`config.mk`:
```
export PLATFORM = sky130hd
export DESIGN_NAME = magstripe_dual_rx
export DESIGN_NICKNAME = d
export VERILOG_FILES = /design/src/rtl/msr_pkg.sv /design/src/rtl/msr_sync.sv /design/src/rtl/msr_track.sv /design/src/rtl/msr_fifo.sv /design/src/rtl/magstripe_dual_rx.sv
export SDC_FILE = /design/constraint.sdc
export NUM_CORES = 1
export LEC_CHECK = 0
export BUFFER_PORTS_ARGS = -buffer_cell sky130_fd_sc_hd__buf_2
export CORE_MARGIN = 2
export CORE_UTILIZATION = 50
export DETAILED_ROUTE_END_ITERATION = 16
export PLACE_DENSITY = 0.66
export REMOVE_ABC_BUFFERS = 1
export SLEW_MARGIN = 20
export SYNTH_ARGS = -nofsm -noshare
export SYNTH_HDL_FRONTEND = slang
export SYNTH_SLANG_ARGS = --single-unit
```
`constraint.sdc`:
```
create_clock -name clk -period 5.03 [get_ports clk]
set_input_delay 0.2515 -clock clk [delete_from_list [all_inputs] [get_ports clk]]
set_output_delay 0.2515 -clock clk [all_outputs]
set_load 0.03 [all_outputs]
```
`src/rtl/msr_pkg.sv`:
```
package msr_pkg;
  localparam int TRK_N   = 2;
  localparam int T1_W    = 7;          // 6 data + odd parity
  localparam int T2_W    = 5;          // 4 data + odd parity
  localparam int MAX_W   = 7;
  localparam logic [MAX_W-1:0] T1_SENT = 7'h45;
  localparam logic [MAX_W-1:0] T2_SENT = 7'h0B;
endpackage

```
`src/rtl/msr_sync.sv`:
```
module msr_sync #(
  parameter int N = 6
) (
  input  logic         clk,
  input  logic         rst,
  input  logic [N-1:0] d_i,
  output logic [N-1:0] q_o
);
  logic [N-1:0] meta, stable;

  always_ff @(posedge clk) begin
    if (rst) begin
      meta   <= '0;
      stable <= '0;
    end else begin
      meta   <= d_i;
      stable <= meta;
    end
  end

  assign q_o = stable;
endmodule

```
`src/rtl/msr_track.sv`:
```
module msr_track #(
  parameter int CW = 7,
  parameter logic [msr_pkg::MAX_W-1:0] SENTINEL = 7'h45,
  parameter int GUARD = 8
) (
  input  logic          clk,
  input  logic          rst,
  input  logic          strobe_s,
  input  logic          data_s,
  input  logic          present_s,
  output logic          push_o,
  output logic [CW-1:0] entry_o,
  output logic          synced_o
);
  localparam int CNT_W = $clog2(CW);
  localparam int GW    = $clog2(GUARD + 1);

  logic            strobe_d;
  logic            rise;
  logic [CW-1:0]   shreg, shreg_next;
  logic [CW-1:0]   entry_next;
  logic [CNT_W-1:0] bitcnt;
  logic [GW-1:0]   guard_cnt;

  always_ff @(posedge clk) begin
    if (rst) strobe_d <= 1'b0;
    else     strobe_d <= strobe_s;
  end

  assign rise = strobe_s & ~strobe_d;

  always_comb begin
    shreg_next = {data_s, shreg[CW-1:1]};
    entry_next = {~(^shreg_next), shreg_next[CW-2:0]};
  end

  always_ff @(posedge clk) begin
    if (rst || !present_s) begin
      synced_o  <= 1'b0;
      guard_cnt <= '0;
      shreg     <= '0;
      bitcnt    <= '0;
      push_o    <= 1'b0;
      entry_o   <= '0;
    end else begin
      push_o <= 1'b0;
      if (rise) begin
        shreg <= shreg_next;
        if (guard_cnt != GW'(GUARD)) guard_cnt <= guard_cnt + 1'b1;
        if (!synced_o) begin
          if (shreg_next == SENTINEL[CW-1:0] && guard_cnt == GW'(GUARD)) begin
            synced_o <= 1'b1;
            bitcnt   <= '0;
          end
        end else if (bitcnt == CNT_W'(CW - 1)) begin
          bitcnt  <= '0;
          push_o  <= 1'b1;
          entry_o <= entry_next;
        end else begin
          bitcnt <= bitcnt + 1'b1;
        end
      end
    end
  end

  a_r8_clear_on_removal: assert property (@(posedge clk) disable iff (rst)
    !present_s |=> !synced_o);
  a_r4_guard_before_lock: assert property (@(posedge clk) disable iff (rst)
    $rose(synced_o) |-> guard_cnt == GW'(GUARD));
  a_r5_store_only_locked: assert property (@(posedge clk) disable iff (rst)
    push_o |-> synced_o);
endmodule

```
`src/rtl/msr_fifo.sv`:
```
module msr_fifo #(
  parameter int W     = 7,
  parameter int DEPTH = 16
) (
  input  logic         clk,
  input  logic         rst,
  input  logic         push_i,
  input  logic [W-1:0] data_i,
  input  logic         pop_i,
  output logic [W-1:0] q_o,
  output logic         nonempty_o
);
  localparam int AW = $clog2(DEPTH);

  logic [W-1:0]  mem [DEPTH];
  logic [AW-1:0] wr_ptr, rd_ptr;
  logic [AW:0]   count;
  logic          full, empty, wr_ok, rd_ok;

  assign full  = (count == (AW+1)'(DEPTH));
  assign empty = (count == '0);
  assign wr_ok = push_i & ~full;
  assign rd_ok = pop_i & ~empty;

  always_ff @(posedge clk) begin
    if (wr_ok) mem[wr_ptr] <= data_i;
  end

  always_ff @(posedge clk) begin
    if (rst) begin
      wr_ptr <= '0;
      rd_ptr <= '0;
      count  <= '0;
    end else begin
      if (wr_ok) wr_ptr <= wr_ptr + 1'b1;
      if (rd_ok) rd_ptr <= rd_ptr + 1'b1;
      count <= count + (wr_ok ? 1'b1 : 1'b0) - (rd_ok ? 1'b1 : 1'b0);
    end
  end

  assign q_o        = mem[rd_ptr];
  assign nonempty_o = ~empty;

  a_r7_drop_when_full: assert property (@(posedge clk) disable iff (rst)
    (full && push_i && !pop_i) |=> (full && $stable(wr_ptr)));
  a_r6_pop_empty_harmless: assert property (@(posedge clk) disable iff (rst)
    (empty && pop_i && !push_i) |=> (empty && $stable(rd_ptr)));
endmodule

```
`src/rtl/magstripe_dual_rx.sv`:
```
module magstripe_dual_rx
  import msr_pkg::*;
#(
  parameter int FIFO_DEPTH    = 16,
  parameter int GUARD_STROBES = 8
) (
  input  logic       clk,
  input  logic       rst,
  input  logic [1:0] trk_strobe_i,
  input  logic [1:0] trk_data_i,
  input  logic [1:0] trk_present_i,
  input  logic [1:0] pop_i,
  output logic [5:0] t1_char_o,
  output logic       t1_perr_o,
  output logic [3:0] t2_char_o,
  output logic       t2_perr_o,
  output logic [1:0] rx_ready_o,
  output logic [1:0] sync_o,
  output logic       irq_o
);
  logic [3*TRK_N-1:0] sync_in, sync_out;

  assign sync_in = {trk_present_i, trk_data_i, trk_strobe_i};

  msr_sync #(.N(3*TRK_N)) u_sync (
    .clk (clk),
    .rst (rst),
    .d_i (sync_in),
    .q_o (sync_out)
  );

  for (genvar g = 0; g < TRK_N; g++) begin : g_trk
    localparam int CW = (g == 0) ? T1_W : T2_W;
    localparam logic [MAX_W-1:0] SENT = (g == 0) ? T1_SENT : T2_SENT;

    logic          push;
    logic [CW-1:0] entry, head;

    msr_track #(.CW(CW), .SENTINEL(SENT), .GUARD(GUARD_STROBES)) u_track (
      .clk       (clk),
      .rst       (rst),
      .strobe_s  (sync_out[g]),
      .data_s    (sync_out[TRK_N + g]),
      .present_s (sync_out[2*TRK_N + g]),
      .push_o    (push),
      .entry_o   (entry),
      .synced_o  (sync_o[g])
    );

    msr_fifo #(.W(CW), .DEPTH(FIFO_DEPTH)) u_fifo (
      .clk        (clk),
      .rst        (rst),
      .push_i     (push),
      .data_i     (entry),
      .pop_i      (pop_i[g]),
      .q_o        (head),
      .nonempty_o (rx_ready_o[g])
    );

    if (g == 0) begin : g_out1
      assign t1_char_o = head[CW-2:0];
      assign t1_perr_o = head[CW-1];
    end else begin : g_out2
      assign t2_char_o = head[CW-2:0];
      assign t2_perr_o = head[CW-1];
    end
  end

  always_ff @(posedge clk) begin
    if (rst) irq_o <= 1'b0;
    else     irq_o <= (|rx_ready_o) | (|sync_o);
  end

  a_r9_irq_quiet: assert property (@(posedge clk) disable iff (rst)
    (rx_ready_o == 2'b00 && sync_o == 2'b00) |=> !irq_o);
endmodule

```
==> results of run 1 <==
-- flip-flops by register name (all words and copies together) (netlist names), named ones only --
| signal | count |
|---|---|
| u_sync.meta | 6 |
| g_trk.u_track.entry_o | 12 |
| g_trk.u_track.push_o | 2 |
| g_trk.u_fifo.wr_ptr | 8 |
| irq_o | 1 |
| g_trk.u_track.synced_o | 2 |
| g_trk.u_fifo.rd_ptr | 8 |
| g_trk.u_track.bitcnt | 6 |
| g_trk.u_track.shreg | 10 |
| g_trk.u_fifo.mem | 192 |
| g_trk.u_track.guard_cnt | 8 |
| g_trk.u_fifo.count | 10 |
| u_sync.q_o | 6 |
| g_trk.u_track.strobe_d | 2 |
-- layout make-up --
class | instances | area, sq um
clock buffers | 46 | 851
inverters | 26 | 97.6
well taps | 285 | 357
fillers | 1742 | 9800
clock inverters | 6 | 83.8
repair buffers | 36 | 220
flip-flops and latches | 281 | 7550
multi-input cells | 413 | 3480
-- what timing repair did --
action                                 CTS  global route
hold buffers                             6             0
endpoints found under the hold margin    6             0
resized for setup                        0             0
-- metrics by stage --
| stage | std cells | cell area, sq um | setup slack [ps] | util |
|---|---|---|---|---|
| CTS | 1093 | 12600 | 1970 | 0.562 |
| floorplan | 720 | 11100 | 2050 | - |
| finish | 1093 | 12600 | 1950 | 0.563 |
| global placement | 1035 | 11600 | 2140 | 0.518 |
| global route | 1093 | 12600 | 1770 | 0.563 |
| detailed placement | 1035 | 11600 | 1970 | 0.518 |
-- routing by layer --
layer,wire [um],global-route usage,vias to the layer above
met5,0,0,-
met4,296,0.0410,0
met3,1220,0.0345,24
met2,9540,0.284,150
met1,9170,0.247,2951
li1,-,-,2869
-- power breakdown --
part | internal (W) | switching [W]
Clock | 0.00125 | 0.000816
Sequential | 0.00250 | 0.0000580
Combinational | 0.000309 | 0.000387
-- worst max path at each step --
stage | to | depth (start not counted)
CTS | g_trk[1].u_fifo.count[4] | 11
global placement | g_trk[0].u_fifo.count[4] | 13
global route | g_trk[0].u_fifo.count[4] | 13
floorplan | g_trk[0].u_fifo.count[4] | 13
finish | g_trk[1].u_fifo.count[4] | 11
detailed placement | g_trk[1].u_fifo.count[4] | 11
-- placed cells by master, fill, tap and decap left out, types with 8 or more instances in the layout --
master and count:
o21ai_0 8, a21oi_1 26, nand2_1 53, edfxtp_1 192, mux4_1 18, nand2b_1 9, xor2_1 16, nor2_1 74
dfxtp_1 89, clkbuf_16 30, buf_2 26, inv_1 26, nor2b_1 28, clkbuf_1 12, mux4_2 30, xnor2_1 13
nand3_1 23, ha_1 32, a22oi_1 19, mux2i_1 14
-- worst min-delay path: cells and delay by family --
| family | cells | cell delay, ps |
|---|---|---|
| simple gates | 1 | 110 |
| buf+inv | 1 | 140 |
| compound gates | 1 | 60 |
-- cells by family (layout without fill, tap and decap cells) --
family,count (synthesis),in the layout,synth area share
AND/OR/NAND/NOR,228,228,0.0984
XOR/XNOR,29,29,0.0225
adder cells (fa/ha/maj),34,34,0.0389
flip-flops,281,281,0.667
buffers and inverters,64,114,0.0264
AO/OA/AOI/OAI,60,60,0.0324
multiplexers,62,62,0.114
==> summary.txt, run 1 <==
Antenna Nets Post-Route -> 0
Iteration-0 DRC Markers -> 422
worst reg2reg endpoint -> g_trk[1].u_fifo.count[4]
largest delay contributor family on the critical path -> simple AND/OR/NAND/NOR gates
CP Class -> flop to flop
Die Y -> 154 um
Synth Flop Type -> edfxtp_1
setup TNS -> 0 ps
post-route minimum period -> 3080 ps
crit share post-route -> 0.613
slowest CP cell -> or4b_1
final setup fails -> 0
WP data arrival -> 3530 ps
port bufs -> 26
DRC viols -> 0
Die W -> 154 um
Syn Inst Count -> 758
global-route wire length before repair -> 32900 um
CTS root buf -> clkbuf_16
largest net degree at the start of global routing -> 53
pwr/cell area -> 422 mW/mm^2
Area Growth Syn to Fin -> 11.7%
Critical path origin -> g_trk[1].u_fifo.count[3]
Final nets -> 830
Synth Area per Inst -> 14.9 sq um
Max transition margin -> 0.318
maximum clock rate -> 0.324 GHz
Final Skew -> 9.89 ps
share of cells above drive strength 1 -> 0.132
Max Cap Violations -> 0
synth cell count leaders -> 192 x edfxtp_1, 89 x dfxtp_1, 74 x nor2_1, 53 x nand2_1, 32 x ha_1
hold depth -> 3
H-tree levels -> 1
Final HPWL DP -> 13100 um
worst reg2reg path depth -> 11
Power Total -> 0.00533 W
CTS Buf Count -> 28
ANT cells -> 0
synth unique cells -> 46
Synth area leaders -> edfxtp_1 51%, dfxtp_1 16%, mux4_2 6.0%
Seq/Total Area, Yosys -> 0.667
top-level I/O count -> 27
outcome -> finished, final reports clean
Post-synth EDFFs -> 192
hold path start -> pop_i[0]
Worst EP required -> 5480 ps
std cell rows -> 55
CTS Sinks -> 281
Final Hold Viols -> 0
CTS tree -> yes
final wirelength -> 20200 um
Least-Margin Pin Slew -> 1020 ps
Synth async-reset ratio -> 0
Die Area -> 0.0238 sq mm
Max VDD drop -> 0.000283 V
Routed WL per cell -> 18.5 um
Placer Congestion -> 0.772
leak pwr -> 3.59 nW
Crit path largest cell delay -> 610 ps
FF+latch count, synth -> 281
Core Area -> 0.0224 sq mm
number of post-CTS setup repair buffers -> 0
clock-pin slew on the worst setup and hold paths -> 60 ps
total track usage -> 0.175
Setup crit end kind -> flop
crit path buf inv count -> 1
count of final max-slew check failures -> 0
vias -> 5994
Syn. warnings -> 0
RSZ-0062 raised after global routing -> false
worst r2r src -> g_trk[1].u_fifo.count[3]
vias in the first global route -> 6198
cells along the critical path -> inv_1, ha_1, or4b_1, nand3_1, o21ai_0, ha_1, fa_1, a21oi_1, nor2_1, or3_1, a21oi_1
Via density -> 5.48
DR pass1 iterations -> 5
CP Launch Type -> flop
min-delay worst type -> primary input to flop
peak fanout along the critical path -> 7
post-synth top area share -> 0.510
Skew-Pair Late Insertion Delay -> 530 ps
Max Root-Sink Buffers -> 3
Post-Synthesis Cell Area -> 0.0113 sq mm
initial antenna violation count -> 0
most common cell in the netlist -> edfxtp_1
hold slack final -> 87.8 ps
total gr overflow -> 0
Initial Util -> 0.504
hold endpoint -> g_trk[0].u_fifo.rd_ptr[1]
setup slack, reg-to-reg -> 1950 ps
post-synth top area cell -> edfxtp_1
Power figures use the tool's default switching activity.
==> run 2: changes to the inputs <==
Clock period 5.03 ns to 2.85 ns, I/O delays scaled along.
==> run 2 against run 1 <==
Effect of this change:
- via count rose by 2.5%
- count of clock-buffer cells in the layout fell by 12
- total power rose by 89%
- largest cell class unchanged
==> summary.txt, run 2 (synthesis gave the netlist of run 1 again) <==
outcome -> finished, final reports clean
Worst EP required -> 3310 ps (-2170 ps)
cells along the critical path -> inv_2, ha_2, or4b_4, nand2_4, inv_1, ha_1, inv_1, ha_2, fa_2, a21oi_2, nor2_1, or3_1, a21oi_1
Logic pwr share -> 0.133 (+0.002)
final setup fails -> 0 (unchanged)
post-route minimum period -> 2740 ps (-347 ps)
switch share -> 0.228 (-0.00831)
Placer Congestion -> 0.787 (+1.9%)
Final HPWL DP -> 13200 um (+1.1%)
peak fanout along the critical path -> 3 (-4)
Crit path largest cell delay -> 480 ps (-130 ps)
final wirelength -> 20100 um (-0.88%)
total track usage -> 0.170 (-0.00504)
Power Total -> 0.0101 W (+89%)
WP data arrival -> 3200 ps (-330 ps)
Final nets -> 852 (+2.7%)
end point of the critical path -> g_trk[0].u_fifo.count[4]
Reg power frac -> 0.449 (-0.032)
Most flops, register -> g_trk.u_fifo.mem
slowest CP cell -> or4b_4
Max Cap Violations -> 0 (unchanged)
maximum clock rate -> 0.366 GHz (+13%)
initial antenna violation count -> 0 (unchanged)
P_sw -> 0.00230 W (+82%)
CTS tree -> yes
Die W -> 154 um (unchanged)
clock share of power -> 0.418 (+0.030)
worst reg2reg path depth -> 13 (+2)
worst r2r src -> g_trk[0].u_fifo.count[3]
Finished Core Util -> 0.579 (+0.0155)
H-tree levels -> 1 (unchanged)
worst reg2reg endpoint -> g_trk[0].u_fifo.count[4]
Setup crit end kind -> flop
DRC viols -> 0 (unchanged)
Met1 Wirelength -> 9050 um (-1.3%)
RSZ-0062 raised after global routing -> true
clock-pin slew on the worst setup and hold paths -> 60 ps (about the same)
Die Y -> 154 um (unchanged)
setup TNS -> 0 ps (unchanged)
most frequent cells in the layout -> 192 x edfxtp_1, 88 x dfxtp_1, 74 x nor2_1
CTS root buf -> clkbuf_16
crit share post-route -> 0.960 (+0.347)
FILL cells -> 1694 (-2.8%)
Largest register FFs -> 192 (unchanged)
placed cells -> 1052 (+1.6%)
Non-Filler Instances -> 1115 (+2.0%)
vias in the first global route -> 6266 (+1.1%)
top-level I/O count -> 27 (unchanged)
Final Hold Viols -> 0 (unchanged)
CTS Sinks -> 281 (unchanged)
Via density -> 5.51 (+0.45%)
Initial Util -> 0.504 (unchanged)
DR pass1 iterations -> 5 (unchanged)
Critical path origin -> g_trk[0].u_fifo.count[3]
Die Area -> 0.0238 sq mm (unchanged)
global-route wire length before repair -> 32400 um (-1.7%)
WL met3 -> 949 um (-22%)
CP Launch Type -> flop
Antenna Nets Post-Route -> 0 (unchanged)
total gr overflow -> 0 (unchanged)
std cell rows -> 55 (unchanged)
Max VDD drop -> 0.000543 V (+92%)
count of final max-slew check failures -> 0 (unchanged)
CTS Buf Count -> 28 (unchanged)
port bufs -> 26 (unchanged)
Skew-Pair Late Insertion Delay -> 530 ps (about the same)
most common cell after layout, fill and taps aside -> edfxtp_1
largest net degree at the start of global routing -> 29 (-45%)
Iteration-0 DRC Markers -> 466 (+10%)
Final Skew -> 8.57 ps (-1.31 ps)
Int Power -> 0.00777 W (+91%)
Routed WL per cell -> 18.0 um (-2.8%)
Top Registers -> g_trk.u_fifo.mem: 192 flops, g_trk.u_track.entry_o: 12 flops
pwr/cell area -> 775 mW/mm^2 (+84%)
setup slack, reg-to-reg -> 110 ps (-1830 ps)
vias -> 6142 (+2.5%)
CP Class -> flop to flop
Max Root-Sink Buffers -> 3 (unchanged)
metal2 WL -> 9670 um (+1.3%)
share of cells above drive strength 1 -> 0.175 (+0.0423)
Top Layer Used -> met4
Area Growth Syn to Fin -> 14.8%
ANT cells -> 0 (unchanged)
min-delay worst type -> primary input to flop
Core Area -> 0.0224 sq mm (unchanged)
Max transition margin -> 0.437 (+0.119)
leak pwr -> 3.78 nW (+5.3%)
Least-Margin Pin Slew -> 843 ps (-172 ps)
-- run 2: changes by cell type in the layout (fill, tap and decap cells not counted), sizes merged --
cell and change:
buf +20, clkbuf -12, bufinv +6, clkinv +6
dlygate4sd3 +2, clkinvlp -1, inv +1
-- run 2: layout make-up --
| type | instances | area, sq um | share of cell area |
|---|---|---|---|
| clock buffers | 34 | 796 | 0.0613 |
| clock inverters | 18 | 299 | 0.0230 |
| inverters | 26 | 97.6 | 0.00752 |
| multi-input cells | 413 | 3490 | 0.269 |
| flip-flops and latches | 281 | 7550 | 0.581 |
| well taps | 285 | 357 | 0.0275 |
| repair buffers | 58 | 390 | 0.0301 |
-- run 2: power groups by stage --
stage | Clock [W] | Combinational, W | Sequential (W)
2_1_floorplan | 0 | 0.000805 | 0.00472
3_3_place_gp | 0 | 0.00120 | 0.00459
3_5_place_dp | 0 | 0.00127 | 0.00460
4_1_cts | 0.00428 | 0.00129 | 0.00451
5_1_grt | 0.00443 | 0.00150 | 0.00453
6_report | 0.00421 | 0.00134 | 0.00452
-- run 2: timing repair --
item,CTS,global route
buffers inserted,0,3
setup endpoints to repair,1,2
pin swaps,0,3
hold buffers,8,0
cloned,0,0
hold endpoints to repair,10,0
resized for setup,1,11
-- run 2: worst min path at each step --
stage | startpoint | to | slack, ps | cells after the start
2_1_floorplan | rst | flop | 210 | 1
3_3_place_gp | trk_data_i[1] | u_sync.meta[3] | 350 | 2
3_5_place_dp | trk_present_i[1] | u_sync.meta[5] | 360 | 2
4_1_cts | rst | g_trk[1].u_fifo.count[2] | 40 | 2
5_1_grt | rst | g_trk[1].u_fifo.count[2] | 90 | 2
6_report | rst | g_trk[1].u_fifo.count[2] | 50 | 2
-- run 2: worst max-delay path: cells and delay by family (launching register included) --
family	cells	cell delay, ps
buffers and inverters	3	160
and+or+nand+nor	4	950
DFF	1	330
adders and majority gates	4	1000
AOI/OAI and AO/OA	2	240
-- run 2: metrics by stage --
| step | hold slack [ps] | area, sq um | setup WS [ps] |
|---|---|---|---|
| after floorplan | 212 | 11100 | -135 |
| after global routing | 85.4 | 13000 | -69.0 |
| after detailed placement | 358 | 11800 | -30.4 |
| after global placement | 352 | 11800 | 75.5 |
| after CTS | 36.9 | 12900 | 11.4 |
| final | 46.3 | 13000 | 115 |
-- run 2: layer usage --
metal | up-vias | GRT usage
met2 | 159 | 0.283
met1 | 3039 | 0.238
met5 | - | 0
met4 | 0 | 0.0494
met3 | 38 | 0.0210
li1 | 2906 | -
==> run 3: changes to the inputs <==
Clock period 2.85 ns to 2.75 ns, I/O delays scaled along.
==> run 3 against run 2 <==
Effect of this change:
- the run now ends with negative setup slack left
- cell count is 1.3% higher
- design area increased by 0.20%
- combinational power increased by 16%
- critical path depth did not move
- maximum frequency down 0.62%
- total power grew 0.42%
- utilization rose by 0.12 points
- register-to-register slack got worse by 120 ps
- clock power is 8.1% lower
- critical endpoint unchanged
- highest routed layer unchanged
==> summary.txt, run 3 (synthesis gave the netlist of run 1 again) <==
hold path start -> trk_strobe_i[1]
Iteration-0 DRC Markers -> 448 (-3.9%)
Top Registers -> g_trk.u_fifo.mem: 192 flops, g_trk.u_track.entry_o: 12 flops
Skew-Pair Late Insertion Delay -> 520 ps (about the same)
vias in the first global route -> 6422 (+2.5%)
worst r2r src -> g_trk[0].u_fifo.count[3]
placed cells -> 1060 (+0.76%)
Worst EP required -> 3210 ps (-100 ps)
Final HPWL DP -> 13600 um (+3.0%)
std cell rows -> 55 (unchanged)
final setup fails -> 1 (+1)
Final Skew -> 7.96 ps (-0.612 ps)
Setup crit end kind -> flop
Antenna Nets Post-Route -> 0 (unchanged)
Routed WL per cell -> 18.5 um (+2.8%)
CP Class -> flop to flop
Die Y -> 154 um (unchanged)
Area Growth Syn to Fin -> 15.0%
top-level I/O count -> 27 (unchanged)
port bufs -> 26 (unchanged)
Most flops, register -> g_trk.u_fifo.mem
Die Area -> 0.0238 sq mm (unchanged)
CTS tree -> yes
clock-pin slew on the worst setup and hold paths -> 60 ps (about the same)
worst reg2reg endpoint -> g_trk[0].u_fifo.count[4]
CTS root buf -> clkbuf_16
Die W -> 154 um (unchanged)
Max Cap Violations -> 0 (unchanged)
FILL cells -> 1714 (+1.2%)
ANT cells -> 0 (unchanged)
largest net degree at the start of global routing -> 41 (+41%)
H-tree levels -> 1 (unchanged)
hold endpoint -> u_sync.meta[1]
min-delay worst type -> primary input to flop
leak pwr -> 3.77 nW (about the same)
Initial Util -> 0.504 (unchanged)
peak fanout along the critical path -> 2 (-1)
slowest CP cell -> or4b_4
vias -> 6196 (+0.88%)
DR pass1 iterations -> 4 (-1)
WP depth -> 13 (unchanged)
total gr overflow -> 0 (unchanged)
RSZ-0062 raised after global routing -> true
CP Launch Type -> flop
worst reg2reg path depth -> 13 (unchanged)
Max VDD drop -> 0.000573 V (+5.6%)
initial antenna violation count -> 0 (unchanged)
DRC viols -> 0 (unchanged)
pwr/cell area -> 777 mW/mm^2 (+0.21%)
Via density -> 5.49 (-0.37%)
cells along the critical path -> inv_2, ha_4, or4b_4, nand2_2, inv_2, ha_4, inv_2, ha_4, fa_2, a21oi_2, nor2_2, or3_4, a21oi_2
total track usage -> 0.176 (+0.00646)
violated checks -> negative setup slack
global-route wire length before repair -> 33500 um (+3.3%)
Max Root-Sink Buffers -> 3 (unchanged)
Placer Congestion -> 0.739 (-6.1%)
Power Total -> 0.0101 W (+0.42%)
hold depth -> 3 (+1)
Finished Core Util -> 0.580 (+0.00117)
Final Hold Viols -> 0 (unchanged)
Core Area -> 0.0224 sq mm (unchanged)
post-place setup slack -> -103 ps (-72.9 ps)
outcome -> finished, violations left
Crit path largest cell delay -> 460 ps (-20 ps)
post-route minimum period -> 2750 ps (+17.2 ps)
crit share post-route -> 1.00 (+0.0411)
CTS Buf Count -> 28 (unchanged)
largest delay contributor family on the critical path -> simple AND/OR/NAND/NOR gates
setup TNS -> -2.23 ps (-2.23 ps)
CTS Sinks -> 281 (unchanged)
maximum clock rate -> 0.363 GHz (-0.62%)
most frequent cells in the layout -> 192 x edfxtp_1, 87 x dfxtp_1, 73 x nor2_1
crit path buf inv count -> 3 (unchanged)
Final nets -> 866 (+1.6%)
Max transition margin -> 0.424 (-0.0125)
final wirelength -> 20900 um (+4.1%)
Setup WS post-layout -> -2.23 ps (-117 ps)
share of cells above drive strength 1 -> 0.179 (+0.00421)
most common cell after layout, fill and taps aside -> edfxtp_1
setup slack, reg-to-reg -> -2 ps (-120 ps)
Largest register FFs -> 192 (unchanged)
Least-Margin Pin Slew -> 862 ps (+18.8 ps)
count of final max-slew check failures -> 0 (unchanged)
WP data arrival -> 3210 ps (about the same)
Non-Filler Instances -> 1129 (+1.3%)
-- run 3: worst max-delay path by stage --
stage | from | slack [ps] | endpoint
after floorplan | g_trk[0].u_fifo.count[3] | -230 | g_trk[0].u_fifo.count[4]
after global placement | g_trk[0].u_fifo.count[3] | 20 | g_trk[0].u_fifo.count[4]
after detailed placement | g_trk[0].u_fifo.count[3] | -100 | g_trk[0].u_fifo.count[4]
after CTS | g_trk[0].u_fifo.count[3] | 4 | g_trk[0].u_fifo.count[4]
after global routing | g_trk[0].u_fifo.count[3] | -90 | g_trk[0].u_fifo.count[4]
final | g_trk[0].u_fifo.count[3] | -2 | g_trk[0].u_fifo.count[4]
-- run 3: through the flow --
step / instance area (sq um) / hold WS [ps]
after global routing: 13000 / 373
after CTS: 12900 / 331
after global placement: 11800 / 347
after floorplan: 11100 / 207
final: 13000 / 355
after detailed placement: 11800 / 354
-- run 3: routing by layer --
| layer | wire [um] | vias up | global-route usage | share of wire |
|---|---|---|---|---|
| met3 | 726 | 28 | 0.0224 | 0.035 |
| met1 | 9500 | 3114 | 0.243 | 0.46 |
| met4 | 325 | 0 | 0.0419 | 0.016 |
| met2 | 10300 | 118 | 0.302 | 0.49 |
| li1 | - | 2936 | - | - |
| met5 | 0 | - | 0 | 0 |
-- run 3: area by class of cell --
type | count | area, sq um | area share
multi-input combinational | 413 | 3530 | 0.271
clock inverter | 11 | 163 | 0.0125
inverter | 26 | 97.6 | 0.00750
tap | 285 | 357 | 0.0274
timing repair buffer | 72 | 520 | 0.0400
clock buffer | 41 | 791 | 0.0608
sequential | 281 | 7550 | 0.580
-- run 3: repair_timing --
item | in CTS | in global routing
pin swaps | 2 | 8
endpoints found under the hold margin | 16 | 0
endpoints found under the setup margin | 1 | 2
gates resized for setup | 9 | 11
hold buffers | 13 | 0
buffers inserted | 0 | 4
-- run 3: worst min-delay path, stage by stage --
cell	delay, ps
dlygate4sd3_1	510
buf_2	90
nor2b_1	100
-- run 3: power breakdown --
group	internal, W	leakage (nW)	switching (W)
sequential	0.00458	2.05	0.0000997
clock	0.00237	0.463	0.00150
combinational	0.000747	1.26	0.000807
total	0.00770	3.77	0.00241
